===== config.mk =====
export PLATFORM = sky130hd
export DESIGN_NAME = sectick_timekeeper
export DESIGN_NICKNAME = d
export VERILOG_FILES = /design/src/rtl/tk_pkg.sv /design/src/rtl/tk_rst_sync.sv /design/src/rtl/tk_pps_edge.sv /design/src/rtl/tk_ctrl.sv /design/src/rtl/tk_count.sv /design/src/rtl/tk_readback.sv /design/src/rtl/sectick_timekeeper.sv
export SDC_FILE = /design/constraint.sdc
export NUM_CORES = 1
export LEC_CHECK = 0
export ABC_AREA = 0
export BUFFER_PORTS_ARGS = -buffer_cell sky130_fd_sc_hd__buf_2
export CORE_ASPECT_RATIO = 1.2
export CORE_MARGIN = 5
export CORE_UTILIZATION = 40
export CTS_BUF_LIST = sky130_fd_sc_hd__clkbuf_4 sky130_fd_sc_hd__clkbuf_8 sky130_fd_sc_hd__clkbuf_16
export DETAILED_ROUTE_END_ITERATION = 12
export PLACE_DENSITY = 0.56
export REMOVE_ABC_BUFFERS = 1
export SYNTH_ARGS = -nofsm -noshare
export SYNTH_HDL_FRONTEND = slang
export SYNTH_SLANG_ARGS = --single-unit

===== constraint.sdc =====
create_clock -name clk -period 15.6 [get_ports clk]
set_input_delay 3.12 -clock clk [delete_from_list [all_inputs] [get_ports clk]]
set_output_delay 3.12 -clock clk [all_outputs]
set_load 0.02 [all_outputs]

===== src/rtl/tk_pkg.sv =====
package tk_pkg;

  // Word indices on the settings bus
  localparam int unsigned TK_IDX_SECS  = 0;
  localparam int unsigned TK_IDX_TICKS = 1;
  localparam int unsigned TK_IDX_FLAGS = 2;
  localparam int unsigned TK_IDX_LOAD  = 3;
  localparam int unsigned TK_IDX_TPS   = 4;

  // Pulse edge selection carried in flags bit 0
  typedef enum logic {
    TK_EDGE_FALL = 1'b0,
    TK_EDGE_RISE = 1'b1
  } tk_edge_e;

endpackage


===== src/rtl/tk_rst_sync.sv =====
module tk_rst_sync #(
  parameter int unsigned STAGES = 2
) (
  input  logic clk,
  input  logic rst_n,
  output logic rst_sync_n
);

  logic [STAGES-1:0] sync_q;
  logic [STAGES-1:0] sync_d;

  always_comb begin
    sync_d = {sync_q[STAGES-2:0], 1'b1};
  end

  always_ff @(posedge clk or negedge rst_n) begin
    if (!rst_n) sync_q <= '0;
    else        sync_q <= sync_d;
  end

  assign rst_sync_n = sync_q[STAGES-1];

endmodule


===== src/rtl/tk_pps_edge.sv =====
module tk_pps_edge
  import tk_pkg::*;
#(
  parameter int unsigned SYNC_STAGES = 2
) (
  input  logic     clk,
  input  logic     rst_n,
  input  logic     pps_in,
  input  tk_edge_e edge_sel,
  output logic     pps_hit
);

  localparam int unsigned PW = SYNC_STAGES + 1;

  // Synchronizer stages followed by one history flop for edge detection
  logic [PW-1:0] pipe_q;
  logic [PW-1:0] pipe_d;
  logic          cur_lvl;
  logic          prev_lvl;

  always_comb begin
    pipe_d   = {pipe_q[PW-2:0], pps_in};
    cur_lvl  = pipe_q[SYNC_STAGES-1];
    prev_lvl = pipe_q[SYNC_STAGES];
    if (edge_sel == TK_EDGE_RISE) pps_hit = cur_lvl & ~prev_lvl;
    else                          pps_hit = ~cur_lvl & prev_lvl;
  end

  always_ff @(posedge clk or negedge rst_n) begin
    if (!rst_n) pipe_q <= '0;
    else        pipe_q <= pipe_d;
  end

endmodule


===== src/rtl/tk_ctrl.sv =====
module tk_ctrl
  import tk_pkg::*;
#(
  parameter int unsigned IDX_W   = 3,
  parameter int unsigned DATA_W  = 32,
  parameter int unsigned SEC_W   = 32,
  parameter int unsigned TICK_W  = 32,
  parameter int unsigned DEF_TPS = 100000000
) (
  input  logic              clk,
  input  logic              rst_n,
  input  logic              wr_en,
  input  logic [IDX_W-1:0]  wr_idx,
  input  logic [DATA_W-1:0] wr_data,
  input  logic              pps_hit,
  output logic [SEC_W-1:0]  ld_secs,
  output logic [TICK_W-1:0] ld_ticks,
  output logic [TICK_W-1:0] tps_last,
  output tk_edge_e          edge_sel,
  output logic              pending,
  output logic              apply
);

  logic              sel_secs, sel_ticks, sel_flags, sel_load, sel_tps;
  logic              imm_fire, arm_fire;
  logic [SEC_W-1:0]  ld_secs_q;
  logic [TICK_W-1:0] ld_ticks_q, tps_q;
  tk_edge_e          edge_q;
  logic              pend_q, pend_d;

  // Register decode
  always_comb begin
    sel_secs  = wr_en && (wr_idx == IDX_W'(TK_IDX_SECS));
    sel_ticks = wr_en && (wr_idx == IDX_W'(TK_IDX_TICKS));
    sel_flags = wr_en && (wr_idx == IDX_W'(TK_IDX_FLAGS));
    sel_load  = wr_en && (wr_idx == IDX_W'(TK_IDX_LOAD));
    sel_tps   = wr_en && (wr_idx == IDX_W'(TK_IDX_TPS));
    imm_fire  = sel_load &  wr_data[0];
    arm_fire  = sel_load & ~wr_data[0];
  end

  // Pending load: a load-control write overrides, a fired load clears
  always_comb begin
    pend_d = pend_q;
    if (sel_load)                pend_d = arm_fire;
    else if (pend_q && pps_hit)  pend_d = 1'b0;
  end

  always_ff @(posedge clk or negedge rst_n) begin
    if (!rst_n) begin
      ld_secs_q  <= '0;
      ld_ticks_q <= '0;
      edge_q     <= TK_EDGE_FALL;
      tps_q      <= TICK_W'(DEF_TPS);
      pend_q     <= 1'b0;
    end else begin
      if (sel_secs)  ld_secs_q  <= wr_data[SEC_W-1:0];
      if (sel_ticks) ld_ticks_q <= wr_data[TICK_W-1:0];
      if (sel_flags) edge_q     <= tk_edge_e'(wr_data[0]);
      if (sel_tps)   tps_q      <= wr_data[TICK_W-1:0];
      pend_q <= pend_d;
    end
  end

  always_comb begin
    ld_secs  = ld_secs_q;
    ld_ticks = ld_ticks_q;
    edge_sel = edge_q;
    pending  = pend_q;
    tps_last = (tps_q == '0) ? '0 : tps_q - TICK_W'(1);
    apply    = imm_fire | (pend_q & pps_hit & ~sel_load);
  end

endmodule


===== src/rtl/tk_count.sv =====
module tk_count #(
  parameter int unsigned SEC_W  = 32,
  parameter int unsigned TICK_W = 32
) (
  input  logic              clk,
  input  logic              rst_n,
  input  logic              apply,
  input  logic [SEC_W-1:0]  ld_secs,
  input  logic [TICK_W-1:0] ld_ticks,
  input  logic [TICK_W-1:0] tps_last,
  output logic [SEC_W-1:0]  secs,
  output logic [TICK_W-1:0] ticks
);

  logic [SEC_W-1:0]  secs_q, secs_d;
  logic [TICK_W-1:0] ticks_q, ticks_d;

  always_comb begin
    secs_d  = secs_q;
    ticks_d = ticks_q;
    if (apply) begin
      secs_d  = ld_secs;
      ticks_d = ld_ticks;
    end else if (ticks_q >= tps_last) begin
      ticks_d = '0;
      secs_d  = secs_q + SEC_W'(1);
    end else begin
      ticks_d = ticks_q + TICK_W'(1);
    end
  end

  always_ff @(posedge clk or negedge rst_n) begin
    if (!rst_n) begin
      secs_q  <= '0;
      ticks_q <= '0;
    end else begin
      secs_q  <= secs_d;
      ticks_q <= ticks_d;
    end
  end

  assign secs  = secs_q;
  assign ticks = ticks_q;

endmodule


===== src/rtl/tk_readback.sv =====
module tk_readback #(
  parameter int unsigned DATA_W = 32,
  parameter int unsigned SEC_W  = 32,
  parameter int unsigned TICK_W = 32
) (
  input  logic              clk,
  input  logic              rst_n,
  input  logic              rd_en,
  input  logic              rd_sel,
  input  logic [SEC_W-1:0]  secs,
  input  logic [TICK_W-1:0] ticks,
  output logic [TICK_W-1:0] shadow,
  output logic [DATA_W-1:0] rd_data
);

  logic [DATA_W-1:0] data_q, data_d;
  logic [TICK_W-1:0] shadow_q;
  logic              shadow_en;

  always_comb begin
    shadow_en = rd_en & ~rd_sel;
    data_d    = rd_sel ? DATA_W'(shadow_q) : DATA_W'(secs);
  end

  always_ff @(posedge clk or negedge rst_n) begin
    if (!rst_n) begin
      data_q   <= '0;
      shadow_q <= '0;
    end else begin
      if (rd_en)     data_q   <= data_d;
      if (shadow_en) shadow_q <= ticks;
    end
  end

  assign rd_data = data_q;
  assign shadow  = shadow_q;

endmodule


===== src/rtl/sectick_timekeeper.sv =====
module sectick_timekeeper
  import tk_pkg::*;
#(
  parameter int unsigned IDX_W       = 3,
  parameter int unsigned DATA_W      = 32,
  parameter int unsigned SEC_W       = 32,
  parameter int unsigned TICK_W      = 32,
  parameter int unsigned DEF_TPS     = 100000000,
  parameter int unsigned SYNC_STAGES = 2
) (
  input  logic              clk,
  input  logic              rst_n,
  input  logic              wr_en,
  input  logic [IDX_W-1:0]  wr_idx,
  input  logic [DATA_W-1:0] wr_data,
  input  logic              pps_in,
  input  logic              rd_en,
  input  logic              rd_sel,
  output logic [DATA_W-1:0] rd_data
);

  logic              rst_sync_n;
  logic              pps_hit;
  tk_edge_e          edge_sel;
  logic [SEC_W-1:0]  ld_secs;
  logic [TICK_W-1:0] ld_ticks;
  logic [TICK_W-1:0] tps_last;
  logic              pending;
  logic              apply;
  logic [SEC_W-1:0]  secs;
  logic [TICK_W-1:0] ticks;
  logic [TICK_W-1:0] shadow;

  tk_rst_sync #(.STAGES(2)) u_rst_sync (
    .clk        (clk),
    .rst_n      (rst_n),
    .rst_sync_n (rst_sync_n)
  );

  tk_pps_edge #(.SYNC_STAGES(SYNC_STAGES)) u_pps_edge (
    .clk      (clk),
    .rst_n    (rst_sync_n),
    .pps_in   (pps_in),
    .edge_sel (edge_sel),
    .pps_hit  (pps_hit)
  );

  tk_ctrl #(
    .IDX_W   (IDX_W),
    .DATA_W  (DATA_W),
    .SEC_W   (SEC_W),
    .TICK_W  (TICK_W),
    .DEF_TPS (DEF_TPS)
  ) u_ctrl (
    .clk      (clk),
    .rst_n    (rst_sync_n),
    .wr_en    (wr_en),
    .wr_idx   (wr_idx),
    .wr_data  (wr_data),
    .pps_hit  (pps_hit),
    .ld_secs  (ld_secs),
    .ld_ticks (ld_ticks),
    .tps_last (tps_last),
    .edge_sel (edge_sel),
    .pending  (pending),
    .apply    (apply)
  );

  tk_count #(.SEC_W(SEC_W), .TICK_W(TICK_W)) u_count (
    .clk      (clk),
    .rst_n    (rst_sync_n),
    .apply    (apply),
    .ld_secs  (ld_secs),
    .ld_ticks (ld_ticks),
    .tps_last (tps_last),
    .secs     (secs),
    .ticks    (ticks)
  );

  tk_readback #(.DATA_W(DATA_W), .SEC_W(SEC_W), .TICK_W(TICK_W)) u_readback (
    .clk     (clk),
    .rst_n   (rst_sync_n),
    .rd_en   (rd_en),
    .rd_sel  (rd_sel),
    .secs    (secs),
    .ticks   (ticks),
    .shadow  (shadow),
    .rd_data (rd_data)
  );

endmodule


==> metrics.md, run 1 <==
| Metric | Value |
|---|---|
| Status | `complete, no violations` |
| Nets@finish | `1236` |
| Worst IR Drop VDD | `approximately 0.09 mV` |
| Slew Viols, Final | `0` |
| Commonest cells post-synth | `dfrtp_1, mux2_2, nand2_1` |
| Drt first pass iters | `5` |
| Seq/Total Area, Yosys | `0.495` |
| Number of I/O pins | `73` |
| Die area | `0.0328 sq mm` |
| Die Span Y | `197 um` |
| Total power | `about 2.2 mW` |
| Root Buffer | `clkbuf_16` |
| WL per Instance | `19.6 um` |
| Kind of critical path | `flop to flop` |
| CTS Hold Bufs | `0` |
| First-pass GRT wire length | `49500 um` |
| Post-Route WL | `30600 um` |
| Ranking of synthesized cells by area | `dfrtp_1, mux2_2, ha_1, nand2_1, o21ai_0` |
| CP Launch Type | `flop` |
| Final hold violation count | `0` |
| Core Area | `between 0.02 and 0.03 sq mm` |
| Final period utilization | `0.365` |
| Worst-path fanout max | `60` |
| Most frequent cell after synthesis | `dfrtp_1` |
| Share of cells above drive strength 1 | `0.249` |
| Antenna diode count | `0` |
| FF+latch count, synth | `231` |
| Number of DRC markers in iteration 0 | `474` |
| Inst Count DP | `1516` |
| Num CTS Buffers | `26` |
| Number of gates resized after cts | `0` |
| Met3 Track Usage GR | `0.0248` |
| Syn avg cell area | `10.6 sq um` |
| Met2 GRT Util | `0.313` |
| Arrival @ worst endpoint | `6.10 ns` |
| Synth Area in Simple Gates | `0.142` |
| Main combinational cell family by area after synthesis | `multiplexers` |
| Final setup margin | `9.91 ns` |
| Setup violations, final | `0` |
| Vias in the first global route | `8629` |
| Unrepaired setup endpoints after global routing | `false` |
| Area grow syn2layout | `14.2%` |
| CTS Sinks | `231` |
| Residual DRC | `0` |
| Global route overflow | `0` |
| Multiplexer area fraction after synthesis | `0.152` |
| Top cell type's share of synthesized area | `0.468` |
| Tot GR Track Use | `0.186` |
| CTS Buffer Depth | `3` |
| Worst path required time | `16.01 ns` |
| Die X | `approximately 170 um` |
| Post-CTS Setup Bufs | `0` |
| Largest net degree at the start of global routing | `between 150 and 200` |
| Main flop type after synthesis | `dfrtp_1` |
| Number of flops mapped to enable cells by yosys | `0` |
| Max cap viols | `0` |
| DPL Wire Length | `approximately 21000 um` |
| Routed vias/inst | `5.44` |
| Post-route ant nets | `0` |
| Worst Max-Slew Pin Slew | `a little over 1 ns` |
| Grt met1 use | `0.257` |
| Synth Area in XOR/XNOR | `0.0434` |
| Lkg Pwr | `5.91 nW` |
| Buffers added on ports | `72` |
| Largest area contributor in the synthesized netlist | `dfrtp_1` |
| Final setup TNS | `0 ns` |
| Row Count | `just under 70` |
| Via count | `8503` |
| Synth Instances | `1102` |
| # fillers | `2745` |
| Setup WS pre-CTS | `10.01 ns` |
| Period minus WS final | `5.69 ns` |
| Post-synthesis compound-gate area fraction | `0.0976` |
| Clock Pin Slew Worst Setup and Hold Paths | `around 0.060 ns` |
| Synth warnings | `0` |
| Initial antenna violation count | `0` |
| CP Capture Type | `flop` |
| CTS tree | `done` |
| Max_slew headroom | `0.329` |
| Max Freq | `176 MHz` |
| Final std cells w/o fill | `1564` |
| Post-synth ARST share | `1.00` |
| Syn Std Cell Area | `0.0117 sq mm` |
| Insertion delay to the later sink of the worst-skew pair | `0.53 ns` |
| Skew final | `between 0.008 and 0.009 ns` |
| Power Density | `163 mW/mm^2` |
| Synth Area in Adders | `0.0385` |
| Gpl congestion | `around 0.84` |
| Busiest grt layer | `met2` |
| HP Class | `flop to flop` |
| Distinct cells, synth | `60` |
| Initial Utilization | `0.406` |
| H-tree Lvls | `1` |
[logic make-up (layout without fill, tap and decap cells)]
kind of cell,after synthesis,in the layout
AND/OR/NAND/NOR,333,333
flip-flops,231,231
AO/OA/AOI/OAI,196,196
multiplexers,162,162
buffers and inverters,85,162
XOR/XNOR,58,58
adder cells (fa/ha/maj),36,36
other,1,1
[layout by cell type, fill, tap and decap left out, types with 8 or more instances in the layout]
cell,instances
inv_1,28
dfstp_2,12
nor3_1,22
nand3_1,28
nand4_1,21
xor2_1,41
buf_2,72
and4_1,10
xnor2_1,17
mux2_2,127
a22oi_1,21
or3_1,10
dfrtp_1,218
nor4_1,16
o21ai_0,82
a21oi_1,52
clkbuf_16,27
nor2_1,67
clkbuf_8,8
o22ai_1,9
ha_1,36
nand2_1,112
mux2i_1,35
buf_4,13
[worst paths after layout]
check,slack (ns),startpoint,depth (start not counted),end
worst max-delay path,9.91,u_ctrl.tps_q[11]$_DFFE_PN0P_,15,u_count.secs[29]$_DFFE_PN0P_
worst min-delay path,0.35,u_rst_sync.sync_q[0]$_DFF_PN0_,0,u_rst_sync.sync_q[1]$_DFF_PN0_
worst max register to register,9.91,u_ctrl.tps_q[11]$_DFFE_PN0P_,15,u_count.secs[29]$_DFFE_PN0P_
worst min register to register,0.35,u_rst_sync.sync_q[0]$_DFF_PN0_,0,u_rst_sync.sync_q[1]$_DFF_PN0_
max in group asynchronous,13.12,rst_n,1,u_rst_sync.sync_q[1]$_DFF_PN0_
min in group asynchronous,0.45,u_rst_sync.sync_q[1]$_DFF_PN0_,0,u_readback.shadow[29]$_DFFE_PN0P_
[report_power, final]
| group | total [mW] | switching [mW] | internal [mW] |
|---|---|---|---|
| sequential | 0.963 | 0.182 | 0.780 |
| clock | 0.646 | 0.249 | 0.397 |
| combinational | 0.566 | 0.313 | 0.253 |
| total | 2.17 | 0.744 | 1.43 |
[critical path, stage by stage (launching register included)]
cell,delay [ns]
dfrtp_1,0.42
or4_4,0.60
nor4_1,0.71
nand2_1,0.38
nor4_1,0.39
xor2_1,0.17
nand2_1,0.07
ha_1,0.29
nand4_1,0.16
nor4_1,0.52
nand4_1,0.20
o22ai_2,0.15
buf_4,0.36
or2_2,0.18
buf_4,0.56
mux2_2,0.40
[layer usage]
layer,part of all wire,vias up
li1,-,4076
met1,0.45,4212
met2,0.48,165
met3,0.039,50
met4,0.027,0
met5,0,-
[flip-flops by register name (all words and copies together) (netlist names), 2 cells and up]
signal,flops
u_ctrl.ld_ticks,32
u_count.secs,32
u_ctrl.tps_q,32
u_pps_edge.pipe_q,3
u_rst_sync.sync_q,2
u_readback.shadow,32
u_ctrl.ld_secs,32
u_readback.rd_data,32
u_count.ticks,32
[final cells by class]
class	instances	area, sq um	share of cell area
Multi-Input combinational cell	786	5580	0.418
Sequential cell	231	5800	0.434
Timing Repair Buffer	86	478	0.0358
Clock inverter	7	85.1	0.00637
Clock buffer	41	831	0.0622
Tap cell	385	482	0.0360
Inverter	28	105	0.00787
[stage by stage]
stage	instance area (sq um)	hold WS (ns)	utilization
2_1_floorplan	11500	0.331	-
3_3_place_gp	12400	0.337	0.432
3_5_place_dp	12400	0.338	0.432
4_1_cts	13400	0.351	0.463
5_1_grt	13400	0.363	0.463
6_report	13400	0.349	0.463
Power figures use the tool's default switching activity.
==> inputs of run 2 (changes only) <==
PLACE_DENSITY = 0.59   (was 0.56)
clock period = 4.76 ns   (was 15.6 ns; I/O delays follow)
==> run 2 against run 1 <==
  * Worst setup slack got worse by 9.5 ns
  * First-iteration DRC count increased by 23%
  * Design area decreased by 0.22%
  * Flip-flop and latch count unchanged
  * Die area unchanged
  * Sequential power increased to 3.3 times the previous value
  * Non-clock buffer count increased by 6
  * Critical path type unchanged
  * Largest cell class unchanged
  * Largest power group unchanged
  * Highest routed layer unchanged
==> metrics.md, run 2 (synthesis results as in run 1) <==
| Metric | Value |
|---|---|
| Status | `complete, no violations` |
| Clock Power Share | `0.273 (-0.024)` |
| Share of cells above drive strength 1 | `0.251 (+0.00275)` |
| Die area | `0.0328 sq mm (unchanged)` |
| Row Count | `68 (unchanged)` |
| Setup violations, final | `0 (unchanged)` |
| Worst path required time | `5.18 ns (-10.83 ns)` |
| Gpl congestion | `0.880 (+4.2%)` |
| Post-Route WL | `30700 um (+0.30%)` |
| WL per Instance | `19.6 um (+0.11%)` |
| Residual DRC | `0 (unchanged)` |
| Switching share of power | `0.351 (+0.00874)` |
| Most frequent cells in the layout | `dfrtp_1, mux2_2, nand2_1` |
| Tot GR Track Use | `0.188 (+0.00131)` |
| Insertion delay to the later sink of the worst-skew pair | `0.52 ns (about the same)` |
| Arrival @ worst endpoint | `4.76 ns (-1.34 ns)` |
| Area grow syn2layout | `13.9%` |
| Buffers added on ports | `72 (unchanged)` |
| Final std cells w/o fill | `1567 (+0.19%)` |
| Core Area | `0.0288 sq mm (unchanged)` |
| CTS Hold Bufs | `0 (unchanged)` |
| H-tree Lvls | `1 (unchanged)` |
| Unrepaired setup endpoints after global routing | `false` |
| CTS tree | `done` |
| CTS Sinks | `231 (unchanged)` |
| Most frequent standard cell in the layout excluding fill and tap cells | `dfrtp_1` |
| Initial Utilization | `0.406 (unchanged)` |
| Via count | `8594 (+1.1%)` |
| Max_slew headroom | `0.330 (+0.000406)` |
| HP Class | `input port to asynchronous set/reset pin` |
| Total power | `6.96 mW (+220%)` |
| Power Density | `522 mW/mm^2 (+220%)` |
| Slew Viols, Final | `0 (unchanged)` |
| Final instance area | `0.0133 sq mm (-0.22%)` |
| Routed vias/inst | `5.48 (+0.88%)` |
| Lkg Pwr | `5.88 nW (-0.56%)` |
| Clock Pin Slew Worst Setup and Hold Paths | `0.06 ns (about the same)` |
| Global route overflow | `0 (unchanged)` |
| Drt first pass iters | `4 (-1)` |
| CP Capture Type | `flop` |
| Period minus WS final | `4.34 ns (-1.35 ns)` |
| Num CTS Buffers | `25 (-3.8%)` |
| Final period utilization | `0.913 (+0.548)` |
| Antenna diode count | `0 (unchanged)` |
| Vias in the first global route | `8881 (+2.9%)` |
| Worst Max-Slew Pin Slew | `0.996 ns (-0.00979 ns)` |
| Inst Count DP | `1522 (+0.40%)` |
| Root Buffer | `clkbuf_16` |
| Max Freq | `230 MHz (+31%)` |
| Largest net degree at the start of global routing | `108 (-33%)` |
| P_sw | `2.44 mW (+230%)` |
| Number of DRC markers in iteration 0 | `581 (+23%)` |
| Worst hold margin | `0.207 ns (-0.142 ns)` |
| First-pass GRT wire length | `50200 um (+1.3%)` |
| CP Launch Type | `flop` |
| Die Span Y | `197 um (unchanged)` |
| CTS Buffer Depth | `3 (unchanged)` |
| Kind of critical path | `flop to flop` |
| Worst-path fanout max | `26 (-57%)` |
| Worst IR Drop VDD | `0.192 mV (+120%)` |
| Post-route ant nets | `0 (unchanged)` |
| Skew final | `0.00782 ns (-0.00109 ns)` |
| Placed cell areas | `0.0125 sq mm (+0.59%)` |
| Reg power frac | `0.455 (+0.012)` |
| Number of I/O pins | `73 (unchanged)` |
| Logic pwr share | `0.272 (+0.012)` |
| DPL Wire Length | `21400 um (+4.3%)` |
| Die X | `166 um (unchanged)` |
| Internal power | `4.52 mW (+220%)` |
| Final hold violation count | `0 (unchanged)` |
| Max cap viols | `0 (unchanged)` |
| Initial antenna violation count | `0 (unchanged)` |
| Nets@finish | `1241 (+0.40%)` |
==> run 2: cell types whose count changed in the layout (fill, tap and decap cells not counted), moves of 2 or more <==
cell	previous run	this run
buf_12	1	3
buf_4	13	17
clkbuf_16	27	25
clkbuf_8	8	3
clkinvlp_4	0	4
nor4_1	16	14
nor4_2	0	2
==> run 2: critical path, stage by stage, from the launching register on <==
cell and delay (ns):
dfrtp_1 0.43, nor4_4 0.40, nand4b_1 0.35, or3_1 0.55, nor3b_1 0.29, xor2_1 0.16
nand2_1 0.07, ha_1 0.30, a21oi_1 0.13, o21ai_0 0.16, a22oi_1 0.32, nand3_1 0.13
or2_2 0.41, buf_4 0.27, a211oi_1 0.25
==> run 2: power by group through the flow <==
stage	Combinational, mW	Sequential [mW]	Clock (mW)
after floorplan	1.23	3.10	0
after global routing	2.14	3.25	2.03
after detailed placement	1.91	3.19	0
after global placement	1.86	3.17	0
after CTS	1.92	3.16	1.96
final	1.90	3.16	1.90
==> run 2: final timing paths <==
kind / startpoint / end / slack [ns] / depth (start not counted)
setup / recovery: u_ctrl.tps_q[5]$_DFFE_PN0P_ / u_count.secs[14]$_DFFE_PN0P_ / 0.42 / 14
hold / removal: rst_n / u_rst_sync.sync_q[1]$_DFF_PN0_ / 0.21 / 1
setup reg to reg: u_ctrl.tps_q[5]$_DFFE_PN0P_ / u_count.secs[14]$_DFFE_PN0P_ / 0.42 / 14
hold reg to reg: u_rst_sync.sync_q[0]$_DFF_PN0_ / u_rst_sync.sync_q[1]$_DFF_PN0_ / 0.35 / 0
max in group asynchronous: u_rst_sync.sync_q[1]$_DFF_PN0_ / u_pps_edge.pipe_q[2]$_DFF_PN0_ / 3.21 / 1
min in group clk: u_rst_sync.sync_q[0]$_DFF_PN0_ / u_rst_sync.sync_q[1]$_DFF_PN0_ / 0.35 / 0
==> run 2: what timing repair did <==
action	4_1_cts	5_1_grt
gates resized for setup	0	1
endpoints found under the hold margin	0	0
setup buffers	0	0
setup endpoints to repair	0	2
==> run 2: cell type report <==
cell class,count,area [sq um]
fill,2698,15500
clock buffer,34,712
clock inverter,11,93.8
inverter,28,105
tap,385,482
timing repair buffer,92,548
multi-input combinational,786,5590
sequential,231,5800
==> run 2: layer usage <==
layer / global-route usage / up-vias / wire, um
met5: 0 / - / 0
met1: 0.254 / 4316 / 13900
met3: 0.0228 / 55 / 1040
met4: 0.0489 / 0 / 756
li1: - / 4074 / -
met2: 0.322 / 149 / 15000
==> run 2: per-stage QoR <==
| step | utilization | TNS, ns | worst slack, ns |
|---|---|---|---|
| CTS | 0.462 | 0 | 0.322 |
| global placement | 0.434 | 0 | 0.453 |
| finish | 0.462 | 0 | 0.415 |
| global route | 0.462 | 0 | 0.131 |
| floorplan | - | -503.35 | -2.13 |
| detailed placement | 0.434 | 0 | 0.356 |
